<file path="config.mk">
export PLATFORM = sky130hd
export DESIGN_NAME = limit_timer
export DESIGN_NICKNAME = d
export VERILOG_FILES = /design/src/rtl/limit_timer_pkg.sv /design/src/rtl/limit_timer_decode.sv /design/src/rtl/limit_timer_step.sv /design/src/rtl/limit_timer_rdmux.sv /design/src/rtl/limit_timer.sv
export SDC_FILE = /design/constraint.sdc
export NUM_CORES = 1
export LEC_CHECK = 0
export ABC_CLOCK_PERIOD_IN_PS = 6000
export CAP_MARGIN = 30
export CORE_MARGIN = 1.5
export CORE_UTILIZATION = 40
export CTS_BUF_LIST = sky130_fd_sc_hd__clkbuf_4 sky130_fd_sc_hd__clkbuf_8
export DETAILED_ROUTE_END_ITERATION = 16
export GPL_TIMING_DRIVEN = 0
export PLACE_DENSITY = 0.68
export SLEW_MARGIN = 20
export SYNTH_ARGS = -nofsm -noshare
export SYNTH_HDL_FRONTEND = slang
export SYNTH_SLANG_ARGS = --single-unit
export TNS_END_PERCENT = 30
</file>
<file path="constraint.sdc">
create_clock -name clk -period 6 [get_ports clk]
set_clock_uncertainty 0.15 [all_clocks]
set_input_delay 0.9 -clock clk [delete_from_list [all_inputs] [get_ports clk]]
set_output_delay 0.9 -clock clk [all_outputs]
set_load 0.01 [all_outputs]
</file>
<file path="src/rtl/limit_timer_pkg.sv">
`timescale 1ns/1ps
package limit_timer_pkg;

    // word indices; the acknowledge and reload behaviour hangs on these
    localparam logic [2:0] WORD_LIMIT    = 3'd0;
    localparam logic [2:0] WORD_COUNT    = 3'd1;
    localparam logic [2:0] WORD_LIMIT_NC = 3'd2;
    localparam logic [2:0] WORD_RUN      = 3'd3;
    localparam logic [2:0] WORD_MODE     = 3'd4;

    typedef struct packed {
        logic limit;
        logic count;
        logic limit_nc;
        logic run;
        logic mode;
    } word_sel_t;

endpackage

</file>
<file path="src/rtl/limit_timer_decode.sv">
`timescale 1ns/1ps
module limit_timer_decode
    import limit_timer_pkg::*;
(
    input  logic [2:0] word_i,
    output word_sel_t  sel_o
);
    always_comb begin
        sel_o          = '0;
        sel_o.limit    = (word_i == WORD_LIMIT);
        sel_o.count    = (word_i == WORD_COUNT);
        sel_o.limit_nc = (word_i == WORD_LIMIT_NC);
        sel_o.run      = (word_i == WORD_RUN);
        sel_o.mode     = (word_i == WORD_MODE);
    end
endmodule

</file>
<file path="src/rtl/limit_timer_step.sv">
`timescale 1ns/1ps
module limit_timer_step #(
    parameter int EXT_W = 53,
    parameter int TCK_W = 22
) (
    input  logic [EXT_W-1:0] cnt_i,
    input  logic [TCK_W-1:0] lim_tck_i,
    input  logic             wrap_i,
    output logic [EXT_W-1:0] cnt_o,
    output logic             hit_o
);
    logic [EXT_W-1:0] inc;

    always_comb begin
        inc   = cnt_i + EXT_W'(1);
        hit_o = wrap_i && (inc >= EXT_W'(lim_tck_i));
        cnt_o = hit_o ? '0 : inc;
    end
endmodule

</file>
<file path="src/rtl/limit_timer_rdmux.sv">
`timescale 1ns/1ps
module limit_timer_rdmux
    import limit_timer_pkg::*;
#(
    parameter int LIM_W = 31,
    parameter int FRAC  = 9,
    parameter int EXT_W = 53
) (
    input  logic             rd_i,
    input  word_sel_t        sel_i,
    input  logic             user_i,
    input  logic             reached_i,
    input  logic             stopped_i,
    input  logic [LIM_W-1:0] limit_i,
    input  logic [EXT_W-1:0] cnt_i,
    output logic [31:0]      rdata_o
);
    localparam int          HI_SH = LIM_W - FRAC;
    localparam logic [31:0] CMASK = (32'd1 << LIM_W) - 32'd1;

    logic [31:0] low_word;
    logic [30:0] high_word;

    always_comb begin
        low_word  = {cnt_i[31-FRAC:0], {FRAC{1'b0}}};
        high_word = cnt_i[EXT_W-1:HI_SH];
        rdata_o   = '0;
        if (rd_i) begin
            if (sel_i.limit)
                rdata_o = user_i ? {1'b0, high_word} : 32'(limit_i);
            else if (sel_i.count)
                rdata_o = user_i ? low_word
                                 : {reached_i, low_word[30:0] & CMASK[30:0]};
            else if (sel_i.run)
                rdata_o = {31'd0, stopped_i};
            else if (sel_i.mode)
                rdata_o = {31'd0, user_i};
        end
    end
endmodule

</file>
<file path="src/rtl/limit_timer.sv">
`timescale 1ns/1ps
module limit_timer
    import limit_timer_pkg::*;
#(
    parameter int LIM_W    = 31,
    parameter int FRAC     = 9,
    parameter bit SYS_WIDE = 1'b0
) (
    input  logic        clk,
    input  logic        rst_n,
    input  logic        tick_en,
    input  logic [2:0]  bus_word,
    input  logic        bus_wr,
    input  logic        bus_rd,
    input  logic [31:0] bus_wdata,
    output logic [31:0] bus_rdata,
    output logic        irq
);
    localparam int          TCK_W    = LIM_W - FRAC;
    localparam int          EXT_W    = TCK_W + 31;
    localparam logic [31:0] LIM_ONES = (32'd1 << LIM_W) - 32'd1;

    typedef struct packed {
        logic [LIM_W-1:0] limit;
        logic [EXT_W-1:0] cnt;
        logic             reached;
        logic             stopped;
        logic             user;
        logic             irq;
    } state_t;

    state_t           st_d, st_q;
    word_sel_t        sel;
    logic [LIM_W-1:0] limit_nx;
    logic [EXT_W-1:0] step_cnt;
    logic             step_hit;
    logic             wr_limit, advance, ack;

    // plain views of state for the bound checker
    logic user_q, reached_q, stopped_q;
    assign user_q    = st_q.user;
    assign reached_q = st_q.reached;
    assign stopped_q = st_q.stopped;

    limit_timer_decode u_dec (
        .word_i (bus_word),
        .sel_o  (sel)
    );

    always_comb begin
        wr_limit = bus_wr && (sel.limit || sel.limit_nc);
        limit_nx = st_q.limit;
        if (wr_limit)
            limit_nx = (bus_wdata == 32'd0) ? LIM_ONES[LIM_W-1:0]
                                            : bus_wdata[LIM_W-1:0];
    end

    limit_timer_step #(.EXT_W(EXT_W), .TCK_W(TCK_W)) u_step (
        .cnt_i     (st_q.cnt),
        .lim_tck_i (limit_nx[LIM_W-1:FRAC]),
        .wrap_i    (!st_q.user),
        .cnt_o     (step_cnt),
        .hit_o     (step_hit)
    );

    always_comb begin
        st_d       = st_q;
        st_d.limit = limit_nx;
        advance    = tick_en && (!st_q.user || !st_q.stopped);
        ack        = bus_rd && sel.limit && !st_q.user;

        if (advance) begin
            st_d.cnt = step_cnt;
            if (step_hit)
                st_d.reached = 1'b1;
        end
        if (bus_wr && sel.limit)
            st_d.cnt = '0;
        // acknowledge beats a same-cycle wrapping tick
        if (ack) begin
            st_d.cnt     = '0;
            st_d.reached = 1'b0;
        end
        if (bus_wr && sel.run && st_q.user)
            st_d.stopped = bus_wdata[0];
        if (bus_wr && sel.mode && !SYS_WIDE)
            st_d.user = bus_wdata[0];

        st_d.irq = st_d.reached && !st_d.user;
    end

    always_ff @(posedge clk) begin
        if (!rst_n) begin
            st_q         <= '0;
            st_q.stopped <= 1'b1;
        end else begin
            st_q <= st_d;
        end
    end

    limit_timer_rdmux #(.LIM_W(LIM_W), .FRAC(FRAC), .EXT_W(EXT_W)) u_rd (
        .rd_i      (bus_rd),
        .sel_i     (sel),
        .user_i    (st_q.user),
        .reached_i (st_q.reached),
        .stopped_i (st_q.stopped),
        .limit_i   (st_q.limit),
        .cnt_i     (st_q.cnt),
        .rdata_o   (bus_rdata)
    );

    assign irq = st_q.irq;
endmodule

</file>
==> flow_summary_export.csv, run 1 <==
group,metric,value,unit
status,status,"finished, final reports clean",
drt,drtIter0Drc,751,
worst_setup_path,crit_fanout,10,
placed_design,place.port_buffers,71,
floorplan,rows,46,
synthesis,ys_ff_latch,88,
drt,drt-pass1-iter-count,5,
global_route,grt_pass1_wl,35940,um
drt,wl_per_cell,20.43,um
sta,rsz0062_at_grt,"no",
sta,setup_ws,0.2945,ns
sta,report.final.hold_viol_count,0,
sta,slew_headroom,0.4281,
synthesis,synth_fp_nets,898,
placed_design,gp_congestion,0.9454,
sta,max_freq,175.3,MHz
synthesis,synth.avg_cell_area,7.898,sq um
worst_setup_path,cp-start-kind,"input pin",
sta,setup_violations,0,
synthesis,synth-seq-area-share,0.2671,
synthesis,syn_inst,835,
synthesis,syn_area,0.006595,sq mm
final_layout,nNetsFinal,980,
synthesis,synth_async_sr_flop_share,0,
placed_design,dp_slack,0.05568,ns
cts,cts_tree,"done",
job,max-cap-violations,0,
cts,htreeDepth,3,
placed_design,dp_hpwl,17640,um
worst_setup_path,slowest_stage,"nor4_1",
floorplan,die_x,131.4,um
final_layout,syn_to_final_growth,17.97,%
floorplan,initial_core_util,0.4122,
power,ir_drop,0.0001232,V
cts,hold_buffers,0,
worst_setup_path,arrival,5.79,ns
power,power_density,157.9,mW/mm^2
sta,fin_setup_tns,0,ns
global_route,grt_max_degree,17,
sta,fin_crit_sh,0.9509,
drt,antenna_violating_nets_post_route,0,
cts,ctsResizeCount,0,
sta,worst_pin_slew,0.8579,ns
cts,cts_buffers,9,
drt,drc,0,
drt,routed_wl,23250,um
power,p_leak,2.470,nW
min_path,hold_class,"reg2reg",
cts,clkSlewWorstSetupHoldPaths,0.10,ns
global_route,gr-total-overflow,0,
synthesis,synth_edf_count,0,
final_layout,final_layout_size_suffix_gt1_frac,0.1106,
floorplan,ios,73,
worst_setup_path,crit_chain,"clkdlybuf4s50_1 -> nor4_1 -> nand4_1 -> o21ai_0 -> clkbuf_1 -> o22ai_1 -> ha_1 -> and4_1 -> nand2_1 -> nor3_1 -> a221o_1 -> nor3_1 -> o31a_1 -> a31oi_4 -> buf_6 -> a21oi_1",
synthesis,ys.flop_type,"dfxtp_1",
synthesis,yosys_warnings,0,
floorplan,die_h,131.4,um
drt,vias,6836,
worst_setup_path,critPathMaxStageDelay,0.57,ns
cts,post_cts_buffers,0,
cts,clkLatencyLatePin,0.40,ns
final_layout,num_antenna_cells,0,
cts,cts_sinks,88,
cts,cts_root_buffer,"clkbuf_8",
worst_setup_path,required,6.09,ns
worst_setup_path,critPathKind,"in2reg",
sta,period_minus_slack,5.705,ns
sta,drv_slew,0,
global_route,antenna_found_initial,0,
worst_setup_path,crit_top_cell,"nor3_1",
cts,clk_path_buf_depth,2,
synthesis,ys_types,60,
floorplan,core-area,0.01600,sq mm
floorplan,die_area,0.01727,sq mm
global_route,grt_pass1_vias,6382,
worst_setup_path,cp-end-kind,"flip-flop",
drt,vias_per_cell,6.007,
global_route,gr-usage-all-layers,0.2663,
-- per-layer routing --
| metal | wire [um] | up-vias | GRT usage |
|---|---|---|---|
| met5 | 0 | - | 0 |
| met4 | 858 | 0 | 0.09444 |
| met3 | 2120 | 58 | 0.07446 |
| met2 | 10150 | 348 | 0.4094 |
| met1 | 10130 | 3231 | 0.3559 |
| li1 | - | 3199 | - |
-- synth_stat cells (15+ instances only) --
cell type,number,area (sq um)
nor3_1,16,80.08
ha_1,23,287.8
o22ai_1,23,143.9
nand2_1,57,214.0
mux2i_1,34,340.3
a21oi_1,45,225.2
a211oi_2,37,462.9
nor4_1,22,137.6
xnor2_1,45,394.1
dfxtp_1,88,1762
xor2_1,29,254.0
and3_1,15,93.84
clkbuf_1,52,195.2
nand4_1,30,187.7
nor2_1,120,450.4
buf_2,18,90.09
o21ai_0,19,95.09
nand3_1,40,200.2
-- worst max-delay path, delay by kind of cell --
kind	cells	cell delay (ns)
AND/OR/NAND/NOR	6	1.61
buffers and inverters	3	1.14
AO/OA/AOI/OAI	6	1.78
adder cells (fa/ha/maj)	1	0.36
-- worst paths after layout --
check             end         start  slack [ns]  cells after the start
max          st_q[15]  bus_wdata[6]        0.29                     16
min               irq     reached_q        0.35                      2
max reg2reg  st_q[15]       st_q[4]        0.66                     16
min reg2reg       irq     reached_q        0.35                      2
-- cell families after synthesis --
logic type	after synthesis	synth area share
AO/OA/AOI/OAI	173	0.2077
XOR/XNOR	74	0.09827
adder cells (fa/ha/maj)	23	0.04364
buffers and inverters	94	0.06280
flip-flops	88	0.2671
multiplexers	35	0.05331
AND/OR/NAND/NOR	348	0.2671
-- stage by stage --
stage / total power (W) / cell area, sq um / hold WS (ns) / cells / utilization
floorplan: 0.0007153 / 6595 / 0.2961 / 835 / -
global placement: 0.0007870 / 7576 / 0.3388 / 1122 / 0.4735
detailed placement: 0.0007881 / 7576 / 0.3364 / 1122 / 0.4735
CTS: 0.001232 / 7780 / 0.3512 / 1138 / 0.4862
global route: 0.001276 / 7780 / 0.4071 / 1138 / 0.4862
finish: 0.001229 / 7780 / 0.3523 / 1138 / 0.4862
-- cells in the final DEF (no fill, tap or decap), types with 3 or more instances in the layout --
cell,instances
nor2_1,120
dfxtp_1,88
clkdlybuf4s50_1,71
nand2_1,57
clkbuf_1,52
xnor2_1,45
a21oi_1,45
nand3_1,40
a211oi_2,37
mux2i_1,34
nand4_1,30
xor2_1,29
o22ai_1,23
ha_1,23
nor4_1,22
o21ai_0,19
buf_2,18
nor3_1,16
and3_1,15
and4_1,11
inv_1,11
a211oi_1,11
o221a_2,9
clkbuf_8,9
and2_1,6
buf_1,6
or3_1,5
nor2b_1,4
or2_2,4
or4_1,4
a31oi_1,4
buf_6,4
nand2b_1,3
-- report_power, final --
group | leakage (nW) | total (W) | internal [W] | switching [W]
combinational | 1.66 | 0.000174 | 0.0000683 | 0.000105
clock | 0.102 | 0.000449 | 0.000197 | 0.000251
sequential | 0.713 | 0.000606 | 0.000596 | 0.0000100
-- state kept, by name, summed over array words and instances (netlist names) --
name / flops
stopped_q: 1
irq: 1
st_q: 84
user_q: 1
reached_q: 1
-- layout make-up --
| class | count | area (sq um) |
|---|---|---|
| Fill cell | 1630 | 8220 |
| Timing Repair Buffer | 71 | 710.7 |
| Inverter | 11 | 41.29 |
| Tap cell | 216 | 270.3 |
| Multi-Input combinational cell | 653 | 4419 |
| Sequential cell | 88 | 1762 |
| Clock buffer | 9 | 123.9 |
| Buffer | 83 | 372.9 |
| Clock inverter | 7 | 80.08 |
(Power assumes the default switching activity.)
==> run 2, diff against run 1 <==
--- a/config.mk
+++ b/config.mk
@@ -12,6 +12,7 @@
 export CTS_BUF_LIST = sky130_fd_sc_hd__clkbuf_4 sky130_fd_sc_hd__clkbuf_8
 export DETAILED_ROUTE_END_ITERATION = 16
 export GPL_TIMING_DRIVEN = 0
+export HOLD_SLACK_MARGIN = 0.03
 export PLACE_DENSITY = 0.68
 export SLEW_MARGIN = 20
 export SYNTH_ARGS = -nofsm -noshare
==> results of run 2 <==
Final layout, timing and power as in run 1 (identical DEF).
==> run 3, diff against run 2 <==
--- a/config.mk
+++ b/config.mk
@@ -9,7 +9,7 @@
 export CAP_MARGIN = 30
 export CORE_MARGIN = 1.5
 export CORE_UTILIZATION = 40
-export CTS_BUF_LIST = sky130_fd_sc_hd__clkbuf_4 sky130_fd_sc_hd__clkbuf_8
+export CTS_BUF_LIST = sky130_fd_sc_hd__clkbuf_8
 export DETAILED_ROUTE_END_ITERATION = 16
 export GPL_TIMING_DRIVEN = 0
 export HOLD_SLACK_MARGIN = 0.03
==> results of run 3 <==
Final layout, timing and power as in run 1 (identical DEF).
